### src/rtl/rdo_seq_pkg.sv
package rdo_seq_pkg;
   typedef enum logic [2:0] {
      ST_IDLE,
      ST_PICK,
      ST_START,
      ST_WAIT,
      ST_SHIFT,
      ST_FIN
   } seq_state_e;
endpackage

### src/rtl/rdo_src_pick.sv
// Lowest-pending-source finder: one-hot isolation then index encode.
module rdo_src_pick #(
   parameter int N_SRC = 19,
   parameter int IDX_W = 5
) (
   input  logic [N_SRC-1:0] pend_i,
   output logic             any_o,
   output logic [IDX_W-1:0] idx_o,
   output logic [N_SRC-1:0] onehot_o
);
   logic [IDX_W-1:0] part [N_SRC];

   assign any_o    = |pend_i;
   assign onehot_o = pend_i & (~pend_i + N_SRC'(1));

   for (genvar g = 0; g < N_SRC; g++) begin : g_enc
      if (g == 0) begin : g_first
         assign part[g] = '0;
      end else begin : g_rest
         assign part[g] = part[g-1] | (onehot_o[g] ? IDX_W'(g) : '0);
      end
   end

   assign idx_o = part[N_SRC-1];
endmodule

### src/rtl/rdo_frame_tx.sv
// Frame shifter with a programmable bit length.
module rdo_frame_tx #(
   parameter int FRAME_W = 19,
   parameter int DIV_W   = 8
) (
   input  logic               clk,
   input  logic               rst_n,
   input  logic               load_i,
   input  logic [FRAME_W-1:0] frame_i,
   input  logic [DIV_W-1:0]   div_i,
   output logic               ser_o,
   output logic               last_o
);
   localparam int BIT_W = $clog2(FRAME_W);

   logic [FRAME_W-1:0] sh_q;
   logic [DIV_W-1:0]   cnt_q;
   logic [BIT_W-1:0]   bit_q;
   logic               act_q;
   logic               bit_end;

   assign bit_end = act_q && (cnt_q == div_i);
   assign last_o  = bit_end && (bit_q == BIT_W'(FRAME_W-1));
   assign ser_o   = act_q ? sh_q[FRAME_W-1] : 1'b1;

   always_ff @(posedge clk or negedge rst_n) begin
      if (!rst_n) begin
         sh_q  <= '1;
         cnt_q <= '0;
         bit_q <= '0;
         act_q <= 1'b0;
      end else if (load_i) begin
         sh_q  <= frame_i;
         cnt_q <= '0;
         bit_q <= '0;
         act_q <= 1'b1;
      end else if (bit_end) begin
         cnt_q <= '0;
         sh_q  <= {sh_q[FRAME_W-2:0], 1'b1};
         if (last_o) act_q <= 1'b0;
         else        bit_q <= bit_q + BIT_W'(1);
      end else if (act_q) begin
         cnt_q <= cnt_q + DIV_W'(1);
      end
   end
endmodule

### src/rtl/rdo_seq.sv
module rdo_seq #(
   parameter int N_SRC  = 19,
   parameter int DATA_W = 12,
   parameter int DIV_W  = 8
) (
   input  logic                       clk,
   input  logic                       rst_n,
   input  logic                       hold_i,
   input  logic [N_SRC-1:0]           src_mask_i,
   input  logic [DIV_W-1:0]           baud_div_i,
   output logic [$clog2(N_SRC)-1:0]   mux_sel_o,
   output logic                       mux_en_o,
   output logic                       adc_start_o,
   input  logic                       adc_done_i,
   input  logic [DATA_W-1:0]          adc_data_i,
   output logic                       ser_o,
   output logic                       busy_o,
   output logic                       fe_reset_o
);
   import rdo_seq_pkg::*;

   localparam int IDX_W   = $clog2(N_SRC);
   localparam int FRAME_W = 1 + IDX_W + DATA_W + 1;

   if (N_SRC < 2 || N_SRC > 64) begin : g_bad_nsrc
      $error("rdo_seq: N_SRC out of range");
   end
   if (DATA_W < 1) begin : g_bad_data
      $error("rdo_seq: DATA_W must be positive");
   end
   if (DIV_W < 1) begin : g_bad_div
      $error("rdo_seq: DIV_W must be positive");
   end

   seq_state_e         st_q;
   logic [N_SRC-1:0]   pend_q;
   logic [DIV_W-1:0]   div_q;
   logic [IDX_W-1:0]   idx_q;
   logic               any_pend;
   logic [IDX_W-1:0]   next_idx;
   logic [N_SRC-1:0]   next_hot;
   logic               tx_load;
   logic               tx_last;
   logic               wait_st;

   rdo_src_pick #(.N_SRC(N_SRC), .IDX_W(IDX_W)) u_pick (
      .pend_i   (pend_q),
      .any_o    (any_pend),
      .idx_o    (next_idx),
      .onehot_o (next_hot)
   );

   assign wait_st = (st_q == ST_WAIT);
   assign tx_load = wait_st && adc_done_i;

   rdo_frame_tx #(.FRAME_W(FRAME_W), .DIV_W(DIV_W)) u_tx (
      .clk     (clk),
      .rst_n   (rst_n),
      .load_i  (tx_load),
      .frame_i ({1'b0, idx_q, adc_data_i, 1'b1}),
      .div_i   (div_q),
      .ser_o   (ser_o),
      .last_o  (tx_last)
   );

   always_ff @(posedge clk or negedge rst_n) begin
      if (!rst_n) begin
         st_q   <= ST_IDLE;
         pend_q <= '0;
         div_q  <= '0;
         idx_q  <= '0;
      end else begin
         unique case (st_q)
            ST_IDLE: if (hold_i) begin
               pend_q <= src_mask_i;
               div_q  <= baud_div_i;
               st_q   <= ST_PICK;
            end
            ST_PICK: if (any_pend) begin
               idx_q  <= next_idx;
               pend_q <= pend_q & ~next_hot;
               st_q   <= ST_START;
            end else begin
               st_q   <= ST_FIN;
            end
            ST_START: st_q <= ST_WAIT;
            ST_WAIT:  if (adc_done_i) st_q <= ST_SHIFT;
            ST_SHIFT: if (tx_last) st_q <= ST_PICK;
            ST_FIN:   st_q <= ST_IDLE;
            default:  st_q <= ST_IDLE;
         endcase
      end
   end

   assign mux_sel_o   = idx_q;
   assign adc_start_o = (st_q == ST_START);
   assign mux_en_o    = adc_start_o || wait_st;
   assign busy_o      = (st_q != ST_IDLE);
   assign fe_reset_o  = (st_q == ST_FIN);
endmodule

### config.mk
export PLATFORM = sky130hd
export DESIGN_NAME = rdo_seq
export DESIGN_NICKNAME = d
export VERILOG_FILES = /design/src/rtl/rdo_seq_pkg.sv /design/src/rtl/rdo_src_pick.sv /design/src/rtl/rdo_frame_tx.sv /design/src/rtl/rdo_seq.sv
export SDC_FILE = /design/constraint.sdc
export NUM_CORES = 1
export LEC_CHECK = 0
export ABC_AREA = 1
export CORE_MARGIN = 4
export CORE_UTILIZATION = 59
export CTS_CLUSTER_DIAMETER = 200
export DETAILED_ROUTE_END_ITERATION = 8
export PLACE_DENSITY_LB_ADDON = 0.1
export SLEW_MARGIN = 40
export SYNTH_ARGS = -nofsm -noshare
export SYNTH_HDL_FRONTEND = slang
export SYNTH_SLANG_ARGS = --single-unit
### constraint.sdc
create_clock -name clk -period 4.15 [get_ports clk]
set_input_delay 0.83 -clock clk [delete_from_list [all_inputs] [get_ports clk]]
set_output_delay 0.83 -clock clk [all_outputs]
set_load 0.005 [all_outputs]
==> run summary, run 1 <==
## Status
- run status: complete, no violations

## Synth
- post-synthesis register bit count: 67
- synthesized netlist net count: 528
- post-synth design cell area: 0.00365 mm²
- proportion of synthesized flip-flops having asynchronous set or reset: 100%
- Post-synth top flop: sky130_fd_sc_hd__dfrtp_1
- number of flops mapped to enable cells by yosys: 0
- count of yosys warnings during synthesis: 0
- post-synthesis cell type count: 34
- share of synthesized area occupied by flip-flops and latches: 46.5%
- instance count of the mapped netlist: 482
- Post-Synthesis Mean Instance Area: 7.58 µm²

## Cells and area
- count of antenna diodes in the layout: 0
- Final Non-Filler Cells: 611
- count of nets after finishing: 577
- Non-Filler Cell Area, Final: 0.00444 mm²
- commonest cells after routing, fill and taps aside: sky130_fd_sc_hd__nand2_1, sky130_fd_sc_hd__nor2_1, sky130_fd_sc_hd__clkdlybuf4s50_1
- layout cell share with drive strength beyond 1: 12.7%
- leading cell type in the layout, fill and taps excluded: sky130_fd_sc_hd__nand2_1
- fill cell total of the finished layout: 457
- Layout area overhead: 21.5%

## Global route
- GRT Resource Usage Total: 24.8%
- remaining global-route overflow: 0
- number of global-route vias before repair: 3253
- largest net degree at the start of global routing: 41
- wire length of the first global-routing pass: 14700 µm
- initial antenna violation count: 0

## Placed design
- IO buf count: 52
- estimated wirelength of the detail-placed design: 6050 µm
- total placed instance area: 0.00419 mm²
- RePlAce Congestion: 0.874
- total placed cells including tap cells: 595

## Floorplanning
- Die Height: 86.7 µm
- initial cell density of the core: 61.4%
- CORE AREA: 0.00596 mm²
- width of the die: 86.7 µm
- floorplan row count: 28
- I/O pin total: 53
- Die Outline Area: 0.00752 mm²

## Clock tree
- total clock sinks: 67
- clock input transition at the sequential cells of the worst setup and hold paths: 80 ps
- CTS tree: built
- clock root buffer: sky130_fd_sc_hd__clkbuf_8
- quantity of gates resized following cts: 0
- later-pin clock latency in the skew report: 350 ps
- htree depth: 3
- number of buffers inserted by hold repair at cts: 0
- post-CTS repair timing setup buffer count: 0
- Inserted Clock Buffers: 9
- worst-case clock buffer depth: 2

## Worst setup path
- data required time of the worst path: 3320 ps
- Worst Setup Start Kind: flop
- highest fanout seen on the critical path: 4
- critical-path cell with the highest stage delay: sky130_fd_sc_hd__clkdlybuf4s50_1
- nature of the critical path endpoint: primary output
- Crit path max-delay family: buffers and inverters
- Buffers & Inverters on Critical Path: 3
- Top cell by count, worst path: sky130_fd_sc_hd__inv_1
- data arrival at the endpoint of the critical path: 1720 ps
- register-to-register setup slack: 1680 ps
- type of the worst setup path: flop to primary output
- cell-by-cell trace of the critical path: inv_1, nor2_1, nand2_1, inv_1, clkdlybuf4s50_1
- CP max stage delay: 510 ps

## Power
- highest ir drop seen on vdd: 0.000469 V
- Pwr per Cell Area: 762 mW/mm²
- Pleak: 2.12 nW

## Timing
- actual transition at the worst max-transition pin: 762 ps
- Max Slew Vio Count: 0
- Fmax achieved: 392 MHz
- maximum clock skew at final layout: 13.6 ps
- Relative slew margins: 49.1%
- Setup-failing EPs final: 0
- setup tns final: 0 ps
- final critical-path required period: 2550 ps
- final clock period utilization by the worst path: 61.4%
- Hold Violations, Final: 0
- setup repair after global routing missed its margin: no

## Routing
- routed wirelength normalized by instance count: 14.0 µm
- Final ANT Viol Nets: 0
- Vias/cell: 5.45
- post-detailed-route DRC marker count: 0
- via count of the routed design: 3327
- first-pass detailed-route iteration total: 5
- number of DRC markers after the initial detailed-route iteration: 179
- wirelength, routed: 8580 µm

## Worst hold path
- worst hold-check path type: input pin to asynchronous set/reset pin

## Run
- Max Cap Violations: 0

## cells in the mapped netlist (5+ instances only)
cell,number,area share [%]
sky130_fd_sc_hd__o21ai_0,26,3.6
sky130_fd_sc_hd__nand2_1,126,13
sky130_fd_sc_hd__nor2_1,56,5.8
sky130_fd_sc_hd__inv_1,34,3.5
sky130_fd_sc_hd__inv_2,11,1.1
sky130_fd_sc_hd__dfstp_2,18,13
sky130_fd_sc_hd__a21oi_1,18,2.5
sky130_fd_sc_hd__xor2_1,5,1.2
sky130_fd_sc_hd__dfrtp_1,49,34
sky130_fd_sc_hd__nor2_2,6,1.0
sky130_fd_sc_hd__nand2_2,5,0.86
sky130_fd_sc_hd__nand3_1,49,6.7
sky130_fd_sc_hd__nand4_1,14,2.4
sky130_fd_sc_hd__buf_2,9,1.2
sky130_fd_sc_hd__o21ai_1,13,1.8
## per-layer routing
| metal | routed length, µm | global-route usage, % | vias up |
|---|---|---|---|
| li1 | - | - | 1660 |
| met1 | 3830 | 32.6 | 1552 |
| met2 | 4140 | 40.0 | 98 |
| met3 | 439 | 6.08 | 17 |
| met4 | 172 | 8.50 | 0 |
| met5 | 0 | 0 | - |
## metrics by stage
step / setup WS [ps] / utilization [%] / total power [mW] / hold WS [ps]
after floorplan: 2420 / - / 2.29 / 455
after global routing: 1420 / 74.6 / 3.68 / 461
after CTS: 1580 / 74.6 / 3.39 / 443
final: 1600 / 74.6 / 3.38 / 438
after detailed placement: 1500 / 70.4 / 2.70 / 479
after global placement: 1590 / 70.3 / 2.63 / 475
## power breakdown
part	leakage, nW	switching [mW]	internal (mW)	total (mW)
registers	0.798	0.228	1.00	1.23
logic	1.21	0.925	0.553	1.48
clock network	0.115	0.263	0.415	0.678
total	2.12	1.42	1.97	3.38
## flip-flops by register name, indices dropped and copies added (netlist names)
name        cells
u_tx.act_q      1
u_tx.sh_q      18
st_q            3
u_tx.bit_q      5
mux_sel_o       5
div_q           8
u_tx.cnt_q      8
pend_q         19
## worst reg2reg max path, cell delays in order, from the launching register on
cell and delay, ps:
sky130_fd_sc_hd__dfrtp_1 510, sky130_fd_sc_hd__inv_2 100, sky130_fd_sc_hd__nor2_1 120, sky130_fd_sc_hd__nand3b_1 120, sky130_fd_sc_hd__nor2_2 510, sky130_fd_sc_hd__nand2_2 350, sky130_fd_sc_hd__nand2_2 410, sky130_fd_sc_hd__nor2_1 80
sky130_fd_sc_hd__a21oi_1 180
## cells by family after synthesis
group | count (synthesis) | share of synthesized area (%)
and+or+nand+nor | 276 | 33.7
buffers and inverters | 64 | 7.70
DFF | 67 | 46.5
adders and majority gates | 3 | 1.03
xor gates and xnor gates | 8 | 1.92
AOI/OAI and AO/OA | 64 | 9.17
## area by class of cell
class	count	area [µm²]	share of cell area, %
Sequential cell	67	1700	38.3
Timing Repair Buffer	57	556	12.5
Clock buffer	10	138	3.10
Inverter	45	169	3.80
Multi-Input combinational cell	351	1670	37.7
Clock inverter	6	113	2.54
Tap cell	75	93.8	2.11
## final timing paths
check,start,to,cells after the start
min reg2reg,u_tx.sh_q[18],u_tx.sh_q[18],2
min,rst_n,div_q[0],1
max,st_q[1],adc_start_o,5
max in group asynchronous,rst_n,pend_q[17],2
max reg2reg,u_tx.act_q,u_tx.sh_q[16],8
min in group clk,u_tx.sh_q[18],u_tx.sh_q[18],2
(Power assumes the default switching activity.)
==> inputs of run 2 (changes only) <==
- CORE_UTILIZATION: 59 -> 49
- clock period: 4.15 -> 2.25 ns (I/O delays scaled with it)
==> run 2 against run 1 <==
Against the previous run: global-route usage is 4.2 points lower; highest routed layer unchanged; largest cell class unchanged; sequential cell count stayed put; critical path type unchanged; cell area is 0.42% higher; total power is 76% higher; setup slack worse by 1500 ps; critical path depth stayed put; final cell count is 4.7% higher; core utilization is 13 points lower; sequential share of layout area is 0.16 points lower; register-to-register slack worse by 1300 ps; worst hold slack worse by 340 ps; first-iteration DRC count is 16% lower.
==> run summary, run 2 (synthesis results as in run 1) <==
## Routing
- post-detailed-route DRC marker count: 0, unchanged
- wirelength, routed: 8370 µm, -2.4%
- via count of the routed design: 3244, -2.5%
- Vias/cell: 5.07, -6.9%
- Final ANT Viol Nets: 0, unchanged
- routed wirelength normalized by instance count: 13.1 µm, -6.8%
- first-pass detailed-route iteration total: 4, -1
- number of DRC markers after the initial detailed-route iteration: 150, -16%

## Clock tree
- Inserted Clock Buffers: 9, unchanged
- CTS tree: built
- quantity of gates resized following cts: 0, unchanged
- worst-case clock buffer depth: 2, unchanged
- clock input transition at the sequential cells of the worst setup and hold paths: 80 ps, about the same
- post-CTS repair timing setup buffer count: 0, unchanged
- later-pin clock latency in the skew report: 340 ps, about the same
- number of buffers inserted by hold repair at cts: 0, unchanged
- htree depth: 3, unchanged
- total clock sinks: 67, unchanged
- clock root buffer: sky130_fd_sc_hd__clkbuf_8

## Timing
- actual transition at the worst max-transition pin: 428 ps, -334 ps
- Hold Violations, Final: 0, unchanged
- worst hold-check slack: 102 ps, -336 ps
- final clock period utilization by the worst path: 93.6%
- setup tns final: 0 ps, unchanged
- Max Slew Vio Count: 0, unchanged
- Relative slew margins: 71.4%, +22 points
- maximum clock skew at final layout: 13.2 ps, -0.455 ps
- final critical-path required period: 2110 ps
- setup repair after global routing missed its margin: no
- Setup-failing EPs final: 0, unchanged
- Fmax achieved: 475 MHz

## Placed design
- RePlAce Congestion: 0.892, +2.0%
- IO buf count: 52, unchanged
- total placed instance area: 0.00429 mm², +2.4%
- estimated wirelength of the detail-placed design: 6020 µm, -0.39%

## Worst setup path
- Worst Setup Start Kind: flop
- Crit path max-delay family: buffers and inverters
- logic depth of the worst register-to-register path: 10, +2
- Top cell by count, worst path: sky130_fd_sc_hd__inv_1
- Buffers & Inverters on Critical Path: 3, unchanged
- register-to-register setup slack: 410 ps, -1270 ps
- type of the worst setup path: flop to primary output
- RR Endpoint: u_tx.sh_q[17]
- cell-by-cell trace of the critical path: inv_1, nor2_1, nand2_1, inv_1, clkdlybuf4s50_1
- data arrival at the endpoint of the critical path: 1660 ps, -60 ps
- CP max stage delay: 490 ps, -20 ps
- data required time of the worst path: 1800 ps, -1520 ps
- nature of the critical path endpoint: primary output
- highest fanout seen on the critical path: 4, unchanged
- critical-path cell with the highest stage delay: sky130_fd_sc_hd__clkdlybuf4s50_1
- Crit Reg-Reg Startpoint: u_tx.cnt_q[1]

## Cells and area
- Layout area overhead: 22.0%
- count of antenna diodes in the layout: 0, unchanged
- fill cell total of the finished layout: 668, +46%
- count of nets after finishing: 582, +0.87%
- leading cell type in the layout, fill and taps excluded: sky130_fd_sc_hd__nand2_1
- Non-Filler Cell Area, Final: 0.00446 mm², +0.42%
- commonest cells after routing, fill and taps aside: sky130_fd_sc_hd__nand2_1, sky130_fd_sc_hd__nor2_1, sky130_fd_sc_hd__clkdlybuf4s50_1
- leading registers by flop count: pend_q: 19 flops, u_tx.sh_q: 18 flops
- layout cell share with drive strength beyond 1: 12.9%, +0.25 points
- number of flip-flops under the largest register name: 19, unchanged
- final design utilization: 61.5%, -13 points
- register with the most flip-flops: pend_q

## Floorplanning
- Die Height: 94.4 µm, +8.8%
- CORE AREA: 0.00725 mm², +22%
- floorplan row count: 31, +11%
- width of the die: 94.4 µm, +8.8%
- Die Outline Area: 0.00890 mm², +18%
- I/O pin total: 53, unchanged
- initial cell density of the core: 50.4%, -11 points

## Global route
- largest net degree at the start of global routing: 68, +66%
- number of global-route vias before repair: 3157, -3.0%
- initial antenna violation count: 0, unchanged
- remaining global-route overflow: 0, unchanged
- GRT Resource Usage Total: 20.5%, -4.2 points
- wire length of the first global-routing pass: 14400 µm, -2.6%

## Power
- Pleak: 2.13 nW, +0.31%
- Pwr per Cell Area: 1340 mW/mm², +75%
- highest ir drop seen on vdd: 0.00106 V, +130%
- Power Total: 5.96 mW, +76%

## Worst hold path
- worst hold-check path type: input pin to asynchronous set/reset pin

## Run
- Max Cap Violations: 0, unchanged

## Status
- run status: complete, no violations

[run 2: where the power goes]
part | switching (mW) | internal (mW) | total, mW
registers | 0.425 | 1.85 | 2.27
logic | 1.69 | 1.11 | 2.81
clock network | 0.454 | 0.428 | 0.882
total | 2.57 | 3.39 | 5.96
[run 2: cell type report]
cell class	count	area, µm²	area share [%]
flip-flops and latches	67	1700	38.1
inverters	45	169	3.79
multi-input cells	351	1670	37.5
well taps	99	124	2.78
clock inverters	3	17.5	0.393
clock buffers	13	149	3.34
repair buffers	62	628	14.1
[run 2: worst register-to-register path: stages, from the launching register on]
cell and delay (ps):
sky130_fd_sc_hd__dfrtp_1 400, sky130_fd_sc_hd__inv_1 70, sky130_fd_sc_hd__nand2_1 80, sky130_fd_sc_hd__nand2_1 50, sky130_fd_sc_hd__nor2_1 100, sky130_fd_sc_hd__nand2_1 70, sky130_fd_sc_hd__nor2_2 180, sky130_fd_sc_hd__nand2_2 230
sky130_fd_sc_hd__nand2_2 370, sky130_fd_sc_hd__nor2_1 90, sky130_fd_sc_hd__a21oi_1 140
[run 2: worst max path at each step]
stage                    start  cells after the start  slack [ps]       endpoint
floorplan            pend_q[9]                     10         730     pend_q[10]
global placement    adc_done_i                      6         330  u_tx.sh_q[14]
detailed placement  adc_done_i                      6         270  u_tx.sh_q[14]
CTS                    st_q[1]                      5         140    adc_start_o
global route           st_q[1]                      5          20    adc_start_o
finish                 st_q[1]                      5         140    adc_start_o
[run 2: routing by layer]
| layer | wire, µm | part of all wire [%] | global-route usage (%) |
|---|---|---|---|
| met3 | 341 | 4.1 | 4.38 |
| met2 | 3960 | 47 | 33.7 |
| met1 | 3930 | 47 | 27.0 |
| met5 | 0 | 0 | 0 |
| met4 | 137 | 1.6 | 6.86 |
[run 2: stage by stage]
step,worst slack (ps),cells
2_1_floorplan,727,482
4_1_cts,142,640
6_report,145,640
5_1_grt,16.9,640
3_3_place_gp,331,624
3_5_place_dp,266,624
==> inputs of run 3 (changes only) <==
==> constraint.sdc (replaced) <==
create_clock -name clk -period 2.25 [get_ports clk]
set_input_delay 0.5625 -clock clk [delete_from_list [all_inputs] [get_ports clk]]
set_output_delay 0.5625 -clock clk [all_outputs]
set_load 0.005 [all_outputs]
==> run 3 against run 2 <==
Against the previous run: total power is 4.1% higher; routed wire length grew 0.79%; combinational power hardly changed; sequential share of layout area is 0.49 points lower; via count rose by 1.6%; non-clock buffer count grew 1; setup slack lost 57 ps; fmax fell by 2.6%; clock power up 27%; clock skew shrank 3.0 ps; worst hold slack improved by 130 ps; critical path type unchanged; largest cell class unchanged; highest routed layer unchanged.
==> run summary, run 3 (synthesis results as in run 1) <==
## Global route
- wire length of the first global-routing pass: 14100 µm, -2.1%
- number of global-route vias before repair: 3055, -3.2%
- remaining global-route overflow: 0, unchanged
- initial antenna violation count: 0, unchanged
- GRT Resource Usage Total: 20.0%, -0.49 points
- largest net degree at the start of global routing: 68, unchanged

## Timing
- Setup-failing EPs final: 0, unchanged
- Relative slew margins: 74.2%, +2.8 points
- final critical-path required period: 2160 ps, +57.1 ps
- maximum clock skew at final layout: 10.1 ps, -3.01 ps
- actual transition at the worst max-transition pin: 385 ps, -42.6 ps
- Fmax achieved: 462 MHz, -2.6%
- Max Slew Vio Count: 0, unchanged
- Hold Violations, Final: 0, unchanged
- final clock period utilization by the worst path: 96.1%, +2.5 points

## Floorplanning
- CORE AREA: 0.00725 mm², unchanged
- initial cell density of the core: 50.4%, unchanged
- I/O pin total: 53, unchanged
- floorplan row count: 31, unchanged
- Die Outline Area: 0.00890 mm², unchanged
- Die Height: 94.4 µm, unchanged
- width of the die: 94.4 µm, unchanged

## Cells and area
- count of antenna diodes in the layout: 0, unchanged
- leading registers by flop count: pend_q: 19 flops, u_tx.sh_q: 18 flops
- commonest cells after routing, fill and taps aside: sky130_fd_sc_hd__nand2_1, sky130_fd_sc_hd__nor2_1, sky130_fd_sc_hd__clkdlybuf4s50_1
- Layout area overhead: 23.6%
- number of flip-flops under the largest register name: 19, unchanged
- layout cell share with drive strength beyond 1: 13.7%, +0.71 points
- count of nets after finishing: 583, +0.17%
- Non-Filler Cell Area, Final: 0.00452 mm², +1.3%
- register with the most flip-flops: pend_q
- final design utilization: 62.3%, +0.79 points
- leading cell type in the layout, fill and taps excluded: sky130_fd_sc_hd__nand2_1

## Worst setup path
- data arrival at the endpoint of the critical path: 1600 ps, -60 ps
- nature of the critical path endpoint: primary output
- Crit path max-delay family: buffers and inverters
- Top cell by count, worst path: sky130_fd_sc_hd__inv_1
- data required time of the worst path: 1690 ps, -110 ps
- Buffers & Inverters on Critical Path: 3, unchanged
- highest fanout seen on the critical path: 4, unchanged
- register-to-register setup slack: 370 ps, -40 ps
- critical-path cell with the highest stage delay: sky130_fd_sc_hd__clkdlybuf4s50_1
- logic depth of the worst register-to-register path: 8, -2
- CP max stage delay: 490 ps, about the same
- type of the worst setup path: flop to primary output
- cell-by-cell trace of the critical path: inv_1, nor2_4, nand2_2, inv_1, clkdlybuf4s50_1
- Critical Path Stages: 5, unchanged
- Worst Setup Start Kind: flop

## Clock tree
- total clock sinks: 67, unchanged
- htree depth: 3, unchanged
- Inserted Clock Buffers: 9, unchanged
- clock input transition at the sequential cells of the worst setup and hold paths: 70 ps, about the same
- CTS tree: built
- later-pin clock latency in the skew report: 350 ps, about the same
- clock root buffer: sky130_fd_sc_hd__clkbuf_8
- worst-case clock buffer depth: 2, unchanged

## Worst hold path
- worst hold-check path type: input pin to asynchronous set/reset pin

## Power
- Pwr per Cell Area: 1370 mW/mm², +2.8%
- Pleak: 2.16 nW, +1.3%
- highest ir drop seen on vdd: 0.00113 V, +7.2%

## Routing
- Vias/cell: 5.14, +1.4%
- number of DRC markers after the initial detailed-route iteration: 142, -5.3%
- first-pass detailed-route iteration total: 4, unchanged
- Final ANT Viol Nets: 0, unchanged
- via count of the routed design: 3295, +1.6%
- routed wirelength normalized by instance count: 13.2 µm, +0.63%
- wirelength, routed: 8440 µm, +0.79%
- post-detailed-route DRC marker count: 0, unchanged

## Status
- run status: complete, no violations

## Placed design
- total placed instance area: 0.00428 mm², -0.29%
- RePlAce Congestion: 0.928, +4.0%
- estimated wirelength of the detail-placed design: 5960 µm, -1.1%
- IO buf count: 52, unchanged

## Run
- Max Cap Violations: 0, unchanged

[run 3: cell count changes in the layout (fill, tap and decap cells not counted), sizes merged]
cell      previous run  this run
bufinv               0         2
buf                 11        12
clkbuf              13        12
clkinvlp             1         0
[run 3: where the power goes]
part | total, mW | switching (mW) | internal [mW]
sequential | 2.27 | 0.424 | 1.85
combinational | 2.81 | 1.69 | 1.12
clock | 1.12 | 0.468 | 0.656
total | 6.21 | 2.58 | 3.62
[run 3: metrics by stage]
step | total power, mW | worst slack [ps] | setup TNS, ps | std cells | hold slack [ps]
floorplan | 4.22 | 727 | 0 | 482 | 267
global placement | 4.98 | 337 | 0 | 624 | 470
detailed placement | 5.08 | 285 | 0 | 624 | 480
CTS | 6.21 | 9.21 | 0 | 640 | 234
global route | 6.79 | -3.11 | -3.11 | 641 | 252
finish | 6.21 | 87.6 | 0 | 641 | 227
[run 3: worst reg2reg max path, stage by stage, from the launching register on]
cell and delay (ps):
sky130_fd_sc_hd__dfrtp_1 510, sky130_fd_sc_hd__inv_2 100, sky130_fd_sc_hd__nor2_1 110, sky130_fd_sc_hd__nand3b_1 100
sky130_fd_sc_hd__nor2_2 160, sky130_fd_sc_hd__nand2_2 220, sky130_fd_sc_hd__nand2_2 380, sky130_fd_sc_hd__nor2_1 80
sky130_fd_sc_hd__a21oi_1 140
[run 3: cell type report]
class	count	area, µm²
clock inverter	4	73.8
tap	99	124
sequential	67	1700
clock buffer	12	145
inverter	45	169
multi-input combinational	351	1680
fill	685	2740
timing repair buffer	63	623
[run 3: path summary, 6_finish.rpt]
| kind | start | to |
|---|---|---|
| min in group clk | u_tx.sh_q[1] | u_tx.sh_q[1] |
| hold reg to reg | u_tx.sh_q[1] | u_tx.sh_q[1] |
| max in group asynchronous | rst_n | u_tx.sh_q[13] |
| hold / removal | rst_n | div_q[5] |
| setup / recovery | st_q[1] | adc_start_o |
| setup reg to reg | u_tx.act_q | u_tx.sh_q[14] |
[run 3: routing by layer]
metal	vias up	wire, µm	global-route usage (%)
li1	1674	-	-
met1	1534	3940	26.8
met2	75	3970	32.3
met3	12	387	2.95
met4	0	141	9.03
met5	-	0	0
[run 3: timing repair]
item / 4_1_cts / 5_1_grt
setup endpoints to repair: 0 / 1
buffers inserted: 0 / 1
hold buffers: 0 / 0
gates resized for setup: 0 / 3
